`src/rtl/mw_pkg.sv`:
```
package mw_pkg;
  localparam int WORD_W = 16;
  localparam int ADDR_W = 6;
  localparam int NWORDS = 1 << ADDR_W;
  localparam int OP_W   = 3;
  localparam int CMD_W  = OP_W + ADDR_W;
  localparam int BIT_W  = $clog2(WORD_W);
  localparam int PTR_W  = ADDR_W + BIT_W;
  localparam int CNT_W  = 16;
  localparam int MAC_WORDS = 3;

  // serial control register bit positions
  localparam int SK_B  = 0;
  localparam int CS_B  = 1;
  localparam int DI_B  = 2;
  localparam int DO_B  = 3;
  localparam int GNT_B = 7;
  localparam int PRS_B = 8;
  localparam logic [31:0] KEEP_MASK = 32'h0000_0077;

  typedef struct packed {
    logic       skRise;
    logic       skFall;
    logic       serReset;
    logic       diBit;
    logic       drdStart;
    logic       drdWrite;
    logic [7:0] drdAddr;
  } mwStrobes_t;

  function automatic logic [WORD_W-1:0] padWord(input logic [ADDR_W-1:0] idx);
    logic [7:0] b;
    b = 8'(idx);
    return {b ^ 8'h5A, b};
  endfunction
endpackage

```
`src/rtl/mw_store.sv`:
```
module mw_store
  import mw_pkg::*;
#(
  parameter logic [WORD_W-1:0] SIGNATURE = 16'hBABA
) (
  input  logic              clk,
  input  logic              rst_n,
  input  logic [47:0]       macAddr,
  input  logic [ADDR_W-1:0] serIdx,
  input  logic [ADDR_W-1:0] drdIdx,
  output logic [WORD_W-1:0] serWord,
  output logic [WORD_W-1:0] drdWord
);
  localparam int NPORTS = 2;

  logic [47:0]       macReg;
  logic [WORD_W-1:0] sumReg;
  logic [WORD_W-1:0] padSum;
  logic [ADDR_W-1:0] idxArr  [NPORTS];
  logic [WORD_W-1:0] wordArr [NPORTS];

  always_comb begin
    padSum = '0;
    for (int i = MAC_WORDS; i < NWORDS - 1; i++)
      padSum = padSum + padWord(ADDR_W'(i));
  end

  // contents are captured while reset is held
  always_ff @(posedge clk) begin
    if (!rst_n) begin
      macReg <= macAddr;
      sumReg <= SIGNATURE - macAddr[15:0] - macAddr[31:16] - macAddr[47:32] - padSum;
    end
  end

  assign idxArr[0] = serIdx;
  assign idxArr[1] = drdIdx;

  for (genvar p = 0; p < NPORTS; p++) begin : g_port
    always_comb begin
      if (idxArr[p] == ADDR_W'(0))                 wordArr[p] = macReg[15:0];
      else if (idxArr[p] == ADDR_W'(1))            wordArr[p] = macReg[31:16];
      else if (idxArr[p] == ADDR_W'(2))            wordArr[p] = macReg[47:32];
      else if (idxArr[p] == ADDR_W'(NWORDS - 1))   wordArr[p] = sumReg;
      else                                         wordArr[p] = padWord(idxArr[p]);
    end
  end

  assign serWord = wordArr[0];
  assign drdWord = wordArr[1];
endmodule

```
`src/rtl/mw_ctrl.sv`:
```
module mw_ctrl
  import mw_pkg::*;
(
  input  logic        clk,
  input  logic        rst_n,
  input  logic        ctlWrEn,
  input  logic [31:0] ctlWrData,
  input  logic        drdWrEn,
  input  logic [31:0] drdWrData,
  output mwStrobes_t  stb,
  output logic [31:0] ctlKeep
);
  logic skChange;

  assign skChange = ctlWrEn && (ctlWrData[SK_B] != ctlKeep[SK_B]);

  always_comb begin
    stb          = '0;
    stb.skRise   = skChange && ctlWrData[SK_B] && ctlWrData[CS_B];
    stb.serReset = skChange && ctlWrData[SK_B] && !ctlWrData[CS_B];
    stb.skFall   = skChange && !ctlWrData[SK_B];
    stb.diBit    = ctlWrData[DI_B];
    stb.drdWrite = drdWrEn;
    stb.drdStart = drdWrEn && drdWrData[0];
    stb.drdAddr  = drdWrData[15:8];
  end

  always_ff @(posedge clk) begin
    if (!rst_n)       ctlKeep <= '0;
    else if (ctlWrEn) ctlKeep <= ctlWrData & KEEP_MASK;
  end
endmodule

```
`src/rtl/mw_datapath.sv`:
```
module mw_datapath
  import mw_pkg::*;
#(
  parameter logic [OP_W-1:0] READ_OP = 3'b110
) (
  input  logic              clk,
  input  logic              rst_n,
  input  mwStrobes_t        stb,
  input  logic [WORD_W-1:0] serWord,
  input  logic [WORD_W-1:0] drdWord,
  output logic [ADDR_W-1:0] serIdx,
  output logic [ADDR_W-1:0] drdIdx,
  output logic              doBit,
  output logic [7:0]        drdAddr,
  output logic              drdDone,
  output logic [WORD_W-1:0] drdData
);
  logic [CMD_W-1:0] cmdSr, cmdNext;
  logic [CNT_W-1:0] bitCnt, cntNext;
  logic [PTR_W-1:0] ptr;
  logic             reading;
  logic             pending;

  assign cmdNext = {cmdSr[CMD_W-2:0], stb.diBit};
  assign cntNext = bitCnt + CNT_W'(1);

  always_ff @(posedge clk) begin
    if (!rst_n || stb.serReset) begin
      cmdSr   <= '0;
      bitCnt  <= '0;
      ptr     <= '0;
      reading <= 1'b0;
    end else if (stb.skRise) begin
      cmdSr  <= cmdNext;
      bitCnt <= cntNext;
      if (cntNext == CNT_W'(CMD_W) && !reading) begin
        ptr     <= PTR_W'({cmdNext[ADDR_W-1:0], {BIT_W{1'b0}}}) - PTR_W'(1);
        reading <= (cmdNext[CMD_W-1:ADDR_W] == READ_OP);
      end
    end else if (stb.skFall) begin
      ptr <= ptr + PTR_W'(1);
    end
  end

  assign serIdx = ptr[PTR_W-1:BIT_W];
  assign doBit  = !reading || serWord[~ptr[BIT_W-1:0]];

  always_ff @(posedge clk) begin
    if (!rst_n) begin
      drdAddr <= '0;
      drdDone <= 1'b0;
      drdData <= '0;
      pending <= 1'b0;
    end else begin
      if (pending) begin
        drdData <= (drdAddr[7:ADDR_W] == '0) ? drdWord : '0;
        drdDone <= 1'b1;
        pending <= 1'b0;
      end
      if (stb.drdWrite) drdAddr <= stb.drdAddr;
      if (stb.drdStart) begin
        drdDone <= 1'b0;
        pending <= 1'b1;
      end
    end
  end

  assign drdIdx = drdAddr[ADDR_W-1:0];

  assert_no_edge_R2: assert property (@(posedge clk) disable iff (!rst_n)
    !(stb.skRise || stb.skFall || stb.serReset) |=>
      ($stable(ptr) && $stable(bitCnt) && $stable(reading)));

  assert_cs_reset_R3: assert property (@(posedge clk) disable iff (!rst_n)
    stb.serReset |=> (!reading && bitCnt == '0));

  assert_fall_step_R5: assert property (@(posedge clk) disable iff (!rst_n)
    stb.skFall |=> (ptr == $past(ptr) + PTR_W'(1)));

  assert_hold_read_R6: assert property (@(posedge clk) disable iff (!rst_n)
    (reading && stb.skRise) |=> reading);

  assert_done_after_fetch_R8: assert property (@(posedge clk) disable iff (!rst_n)
    (pending && !stb.drdStart) |=> drdDone);

  assert_addr_only_R10: assert property (@(posedge clk) disable iff (!rst_n)
    (stb.drdWrite && !stb.drdStart && !pending) |=> ($stable(drdData) && $stable(drdDone)));
endmodule

```
`src/rtl/mw_eeprom_top.sv`:
```
module mw_eeprom_top
  import mw_pkg::*;
#(
  parameter logic [WORD_W-1:0] SIGNATURE = 16'hBABA,
  parameter logic [OP_W-1:0]   READ_OP   = 3'b110
) (
  input  logic        clk,
  input  logic        rst_n,
  input  logic [47:0] macAddr,
  input  logic        ctlWrEn,
  input  logic [31:0] ctlWrData,
  output logic [31:0] ctlRdData,
  input  logic        drdWrEn,
  input  logic [31:0] drdWrData,
  output logic [31:0] drdRdData
);
  mwStrobes_t        stb;
  logic [31:0]       ctlKeep;
  logic [ADDR_W-1:0] serIdx, drdIdx;
  logic [WORD_W-1:0] serWord, drdWord, drdData;
  logic              doBit, drdDone;
  logic [7:0]        drdAddr;

  mw_ctrl u_ctrl (
    .clk(clk), .rst_n(rst_n),
    .ctlWrEn(ctlWrEn), .ctlWrData(ctlWrData),
    .drdWrEn(drdWrEn), .drdWrData(drdWrData),
    .stb(stb), .ctlKeep(ctlKeep)
  );

  mw_datapath #(.READ_OP(READ_OP)) u_dp (
    .clk(clk), .rst_n(rst_n), .stb(stb),
    .serWord(serWord), .drdWord(drdWord),
    .serIdx(serIdx), .drdIdx(drdIdx), .doBit(doBit),
    .drdAddr(drdAddr), .drdDone(drdDone), .drdData(drdData)
  );

  mw_store #(.SIGNATURE(SIGNATURE)) u_store (
    .clk(clk), .rst_n(rst_n), .macAddr(macAddr),
    .serIdx(serIdx), .drdIdx(drdIdx),
    .serWord(serWord), .drdWord(drdWord)
  );

  always_comb begin
    ctlRdData        = ctlKeep;
    ctlRdData[DO_B]  = doBit;
    ctlRdData[GNT_B] = 1'b1;
    ctlRdData[PRS_B] = 1'b1;
  end

  assign drdRdData = {drdData, drdAddr, 3'b000, drdDone, 4'b0000};
endmodule

```
`config.mk`:
```
export PLATFORM = sky130hd
export DESIGN_NAME = mw_eeprom_top
export DESIGN_NICKNAME = d
export VERILOG_FILES = /design/src/rtl/mw_pkg.sv /design/src/rtl/mw_store.sv /design/src/rtl/mw_ctrl.sv /design/src/rtl/mw_datapath.sv /design/src/rtl/mw_eeprom_top.sv
export SDC_FILE = /design/constraint.sdc
export NUM_CORES = 1
export LEC_CHECK = 0
export BUFFER_PORTS_ARGS = -buffer_cell sky130_fd_sc_hd__buf_2
export CAP_MARGIN = 20
export CORE_MARGIN = 5
export CORE_UTILIZATION = 50
export DETAILED_ROUTE_END_ITERATION = 8
export GPL_TIMING_DRIVEN = 0
export HOLD_SLACK_MARGIN = 0.1
export PLACE_DENSITY_LB_ADDON = 0.1
export SYNTH_ARGS = -nofsm -noshare
export SYNTH_HDL_FRONTEND = slang
export SYNTH_SLANG_ARGS = --single-unit
```
`constraint.sdc`:
```
create_clock -name clk -period 3.9 [get_ports clk]
set_clock_uncertainty 0.2 [all_clocks]
set_input_delay 0.585 -clock clk [delete_from_list [all_inputs] [get_ports clk]]
set_output_delay 0.585 -clock clk [all_outputs]
set_load 0.005 [all_outputs]
```
==> impl_metrics.py, run 1 <==
metrics = {
    "status": {
        "outcome": "finished, final reports clean",
    },
    "setup_path": {
        "crit_start": "u_dp.ptr[9]$_SDFFE_PP0P_",
        "r2r_start": "u_dp.drdAddr[4]$_SDFFE_PN0P_",
        "start_kind": "register",
        "critPathBufInv": 3,
        "worst_path_max_delay_cell": "or4_4",
        "path_cells": "buf_6 -> or4_4 -> nor2_1 -> nand2_1 -> o221a_2 -> nor4_1 -> and3_1 -> a211oi_2 -> buf_4 -> buf_2",
        "critPathTopFamily": "simple AND/OR/NAND/NOR gates",
        "worstSetupPathType": "reg2out",
        "cp.arrival_ns": 3.00,
        "slowest_delay_ns": 0.61,
        "path_max_fanout": 10,
        "worstSetupEndpointType": "primary output",
        "critPathRequiredTime_ns": 3.12,
    },
    "sta": {
        "hold_viol_final": 0,
        "slew_violations": 0,
        "finalCritPeriodShare": 0.972,
        "worst_slew_pin_slew_ns": 1.07,
        "setup_tns_ns": 0,
        "period_minus_slack_ns": 3.79,
        "setup_viol": 0,
        "max_freq_mhz": 264,
        "rsz0062_at_grt": "no",
        "relSlewSlack": 0.279,
        "finalHoldWorstSlack_ns": 0.147,
    },
    "run": {
        "maxCapViolCount": 0,
    },
    "route": {
        "drc_errors": 0,
        "antenna_left": 0,
        "wl_microns": 22700,
        "vias": 6923,
        "first_pass_iters": 5,
        "drtIter0Drc": 647,
        "viasPerCell": 5.62,
        "detail_route.wl_per_cell_microns": 18.4,
    },
    "global_routing": {
        "grt_usage": 0.244,
        "grt_max_degree": 65,
        "grt_first_pass_wirelength_microns": 34600,
        "grt_pass1_vias": 6436,
        "antenna_found_initial": 0,
        "grt_overflow": 0,
    },
    "synth": {
        "synth_cell_type_count": 80,
        "synth_top_family_by_area": "compound AO/OA/AOI/OAI gates",
        "yosysWarnings": 0,
        "synth_simple_gate_area_frac": 0.167,
        "synth_edf_count": 64,
        "syn_area_sq_um": 8040,
        "synth-seq-area-share": 0.406,
        "postSynthCellCount": 856,
        "yosysTopAreaCell": "edfxtp_1",
        "yosys_register_bits": 131,
        "synthAdderAreaFrac": 0.0902,
        "synth_compound_area_frac": 0.168,
        "synth_xor_area_frac": 0.0261,
        "syn_area_per_cell_sq_um": 9.40,
        "ys_top_cells_by_area": "edfxtp_1 24%, dfxtp_1 17%, ha_1 5.3%",
        "synthMuxAreaShare": 0.0516,
        "synth-async-reset-ratio": 0,
        "synthFlopType": "dfxtp_1",
        "synth_top_area_share": 0.239,
    },
    "finish": {
        "drive_gt1_frac": 0.217,
        "area_growth_pct": 18.6,
        "diodes": 0,
        "nets": 1167,
        "instances_no_fill": 1231,
    },
    "hold_path": {
        "min_path_type": "in2reg",
        "hold_start": "macAddr[33]",
    },
    "clock_network": {
        "clockBufferDepth": 2,
        "clkTransAtPathRegs_ns": 0.06,
        "cts_max_level": 4,
        "cts_buffers": 17,
        "cts_tree": "yes",
        "clkLatencyLatePin_ns": 0.43,
        "clock_tree.root_cell": "clkbuf_16",
        "cts_sinks": 131,
    },
    "place": {
        "placed_cells": 1197,
        "dp_hpwl_microns": 17300,
        "port_buffers": 94,
        "gp_congestion": 0.985,
    },
    "die": {
        "die-area_sq_um": 18700,
        "coreArea_sq_um": 15800,
        "die_height_microns": 137,
        "rows": 46,
        "fp.dieW_microns": 137,
        "initial_core_util": 0.508,
        "boundaryPins": 180,
    },
    "power_and_ir_drop": {
        "pwr_density_cell_nw_per_um2": 414,
        "p_leak_nw": 3.93,
        "ir_worst_vdd_mv": 0.329,
    },
}
==> routing by layer <==
layer,part of all wire,GRT usage,up-vias
met4,0.030,0.0920,0
li1,-,-,3319
met1,0.43,0.319,3264
met2,0.48,0.397,285
met5,0,0,-
met3,0.067,0.0526,55
==> power by group <==
group          switching, mW  total (mW)  internal, mW
Clock                  0.610        1.54         0.929
Sequential            0.0906        1.69          1.60
Combinational          0.406       0.726         0.319
==> cell usage after synthesis (all sizes together), types with 19 or more instances <==
| library cell | n |
|---|---|
| a21oi | 63 |
| buf | 51 |
| clkbuf | 28 |
| dfxtp | 67 |
| edfxtp | 64 |
| ha | 34 |
| inv | 60 |
| mux2i | 28 |
| nand2 | 77 |
| nand3 | 26 |
| nor2 | 70 |
| nor3 | 19 |
| o21ai | 51 |
==> stage by stage <==
step / cell area [sq um] / total power [mW] / utilization / worst slack (ns)
after floorplan: 8160 / 2.18 / - / 0.182
after global placement: 8900 / 2.41 / 0.562 / -1.06
after detailed placement: 8930 / 2.42 / 0.564 / -0.468
after CTS: 9510 / 3.95 / 0.601 / 0.0292
after global routing: 9540 / 4.14 / 0.603 / 0.0233
final: 9540 / 3.96 / 0.603 / 0.111
==> area by class of cell <==
type	instances	area [sq um]
clock inverters	12	103
flip-flops and latches	131	3260
inverters	61	229
multi-input cells	615	4180
fillers	1421	6280
clock buffers	20	468
repair buffers	98	520
well taps	216	270
plain buffers	78	508
==> worst paths after layout <==
| kind | end | slack, ns | cells after the start |
|---|---|---|---|
| max | ctlRdData[3] | 0.11 | 10 |
| min | u_store.macReg[33]$_DFFE_PN_ | 0.15 | 1 |
| max reg2reg | u_dp.drdData[11]$_SDFFE_PN0P_ | 0.81 | 5 |
| min reg2reg | u_dp.cmdSr[7]$_SDFFE_PP0P_ | 0.25 | 2 |
==> sequential cells by signal (all words and copies together) (netlist names) <==
signal,count
u_dp.drdData,16
u_dp.ptr,10
u_store.macReg,48
u_dp.reading,1
u_store.sumReg,16
u_dp.drdAddr,8
u_ctrl.ctlKeep,6
u_dp.pending,1
u_dp.bitCnt,16
u_dp.cmdSr,8
u_dp.drdDone,1
==> timing repair <==
action | CTS | global route
pin swaps | 1 | 1
hold buffers | 0 | 0
resized for setup | 4 | 11
setup endpoints to repair | 2 | 2
buffers inserted | 1 | 1
endpoints found under the hold margin | 0 | 0
==> layout by cell type (no fill, tap or decap), drive strengths merged, types with 6 or more instances in the layout <==
cell / count
a211oi: 13
a21o: 6
a21oi: 63
a221oi: 8
a22oi: 10
a31oi: 7
and2: 10
and3: 6
buf: 147
clkbuf: 49
clkinv: 8
conb: 32
dfxtp: 67
edfxtp: 64
fa: 15
ha: 34
inv: 63
mux2: 8
mux2i: 28
nand2: 77
nand3: 26
nand3b: 6
nand4: 11
nor2: 70
nor3: 19
nor4: 7
o21ai: 51
o22ai: 6
or3: 6
xnor2: 13
xor2: 11
==> cells by family (layout without fill, tap and decap cells) <==
kind of cell | after synthesis | in the layout
AND/OR/NAND/NOR | 264 | 264
AO/OA/AOI/OAI | 208 | 208
buffers and inverters | 140 | 269
flip-flops | 131 | 131
adder cells (fa/ha/maj) | 49 | 49
multiplexers | 38 | 38
XOR/XNOR | 24 | 24
other | 2 | 32
(Power assumes the default switching activity.)
==> run 2: changes to the inputs <==
--- a/config.mk
+++ b/config.mk
@@ -8,11 +8,12 @@
 export BUFFER_PORTS_ARGS = -buffer_cell sky130_fd_sc_hd__buf_2
 export CAP_MARGIN = 20
 export CORE_MARGIN = 5
-export CORE_UTILIZATION = 50
+export CORE_UTILIZATION = 40
 export DETAILED_ROUTE_END_ITERATION = 8
 export GPL_TIMING_DRIVEN = 0
 export HOLD_SLACK_MARGIN = 0.1
 export PLACE_DENSITY_LB_ADDON = 0.1
+export SLEW_MARGIN = 30
 export SYNTH_ARGS = -nofsm -noshare
 export SYNTH_HDL_FRONTEND = slang
 export SYNTH_SLANG_ARGS = --single-unit
==> impl_metrics.py, run 2 (synthesized netlist as in run 1, its figures left out) <==
metrics = {
    "status": {
        "outcome": "finished, final reports clean",
    },
    "sta": {
        "finalCritPeriodShare": 0.971,
        "finalHoldWorstSlack_ns": 0.149,
        "period_minus_slack_ns": 3.79,
        "setup_viol": 0,
        "worst_slew_pin_slew_ns": 0.986,
        "setup_tns_ns": 0,
        "rsz0062_at_grt": "no",
        "relSlewSlack": 0.338,
        "hold_viol_final": 0,
        "max_freq_mhz": 264,
        "slew_violations": 0,
    },
    "setup_path": {
        "r2r_setup_slack_ns": 0.92,
        "critPathRequiredTime_ns": 3.12,
        "cp.arrival_ns": 3.00,
        "start_kind": "register",
        "rr_worst_depth": 5,
        "worstSetupEndpointType": "primary output",
        "r2r-end": "u_dp.drdData[12]$_SDFFE_PN0P_",
        "worstSetupPathType": "reg2out",
        "path_max_fanout": 10,
        "r2r_start": "u_dp.drdAddr[5]$_SDFFE_PN0P_",
        "crit_start": "u_dp.ptr[7]$_SDFFE_PP0P_",
    },
    "clock_network": {
        "clock_tree.root_cell": "clkbuf_16",
        "clkTransAtPathRegs_ns": 0.06,
        "cts_max_level": 4,
        "cts_buffers": 17,
        "cts_sinks": 131,
        "clockBufferDepth": 2,
        "cts_hold_buf": 0,
        "clkLatencyLatePin_ns": 0.42,
        "cts_tree": "yes",
    },
    "die": {
        "coreArea_sq_um": 19700,
        "boundaryPins": 180,
        "die_height_microns": 152,
        "fp.dieW_microns": 152,
        "die-area_sq_um": 23000,
        "rows": 51,
        "initial_core_util": 0.409,
    },
    "finish": {
        "postLayoutCellArea_sq_um": 9620,
        "drive_gt1_frac": 0.215,
        "diodes": 0,
        "top_register": "u_store.macReg",
        "nFillCells": 1964,
        "area_growth_pct": 19.6,
        "nets": 1165,
        "final_cell_mix": "99 x buf_2, 77 x nand2_1, 68 x nor2_1, 67 x dfxtp_1, 64 x edfxtp_1",
        "largest_register_ff_count": 48,
        "final_common_cell": "buf_2",
    },
    "power_and_ir_drop": {
        "p_int_mw": 2.95,
        "p_seq_frac": 0.418,
        "switching_share": 0.274,
        "switchingPower_mw": 1.11,
        "pwr-share-clk": 0.406,
        "pwr_density_cell_nw_per_um2": 423,
        "power_mw": 4.07,
        "combPwrFrac": 0.176,
        "ir_worst_vdd_mv": 0.287,
        "p_leak_nw": 3.93,
    },
    "global_routing": {
        "grt_pass1_vias": 6608,
        "antenna_found_initial": 0,
        "grt_overflow": 0,
        "grt_first_pass_wirelength_microns": 37200,
        "grt_max_degree": 47,
        "grt_usage": 0.202,
    },
    "route": {
        "antenna_left": 0,
        "drc_errors": 0,
        "vias": 6833,
        "first_pass_iters": 5,
        "drtIter0Drc": 461,
        "viasPerCell": 5.35,
        "detail_route.wl_per_cell_microns": 18.4,
        "wl_microns": 23500,
    },
    "place": {
        "postPlaceCellArea_sq_um": 8990,
        "gp_congestion": 0.974,
        "dp_hpwl_microns": 18000,
        "port_buffers": 94,
    },
    "run": {
        "maxCapViolCount": 0,
    },
    "hold_path": {
        "min_to": "u_store.macReg[39]$_DFFE_PN_",
        "holdPathStages": 1,
        "hold_start": "macAddr[39]",
        "min_path_type": "in2reg",
    },
}
## run 2: critical path: stages, from the launching register on
cell	delay, ns
dfxtp_1	0.34
buf_6	0.16
or4_4	0.56
nor2_8	0.18
a211oi_1	0.10
a2111oi_2	0.36
nand3_1	0.11
and3_1	0.21
a211oi_2	0.31
buf_4	0.16
buf_2	0.10
## run 2: per-layer routing
layer	global-route usage	share of wire
met4	0.0574	0.017
met2	0.301	0.44
met3	0.0687	0.085
met5	0	0
met1	0.279	0.46
## run 2: how the worst max path moves through the flow
stage	endpoint	depth (start not counted)
floorplan	u_store.macReg[0]$_DFFE_PN_	4
global placement	u_store.macReg[15]$_DFFE_PN_	4
detailed placement	u_store.sumReg[15]$_DFFE_PN_	13
CTS	ctlRdData[3]	10
global route	ctlRdData[3]	9
finish	ctlRdData[3]	10
## run 2: cell type report
class | instances | area [sq um] | area share
plain buffers | 78 | 508 | 0.0528
clock buffers | 19 | 454 | 0.0472
clock inverters | 13 | 155 | 0.0161
inverters | 61 | 229 | 0.0238
multi-input cells | 615 | 4190 | 0.435
flip-flops and latches | 131 | 3260 | 0.339
well taps | 265 | 332 | 0.0345
repair buffers | 96 | 498 | 0.0517
## run 2: power by group through the flow
stage | clock [mW] | sequential [mW] | combinational, mW
after floorplan | 0 | 1.67 | 0.510
after global placement | 0 | 1.73 | 0.698
after detailed placement | 0 | 1.72 | 0.705
after CTS | 1.69 | 1.70 | 0.715
after global routing | 1.76 | 1.71 | 0.814
final | 1.65 | 1.70 | 0.716
## run 2: timing repair
item / 4_1_cts / 5_1_grt
setup endpoints to repair: 2 / 1
pin swaps: 1 / 0
gates resized for setup: 8 / 2
setup buffers: 1 / 0
## run 2: per-stage QoR
| stage | util | setup slack, ns | cells |
|---|---|---|---|
| floorplan | - | 0.182 | 886 |
| global placement | 0.456 | -1.13 | 1245 |
| detailed placement | 0.457 | -0.412 | 1246 |
| CTS | 0.490 | 0.0803 | 1279 |
| global route | 0.490 | 0.00334 | 1278 |
| finish | 0.490 | 0.111 | 1278 |
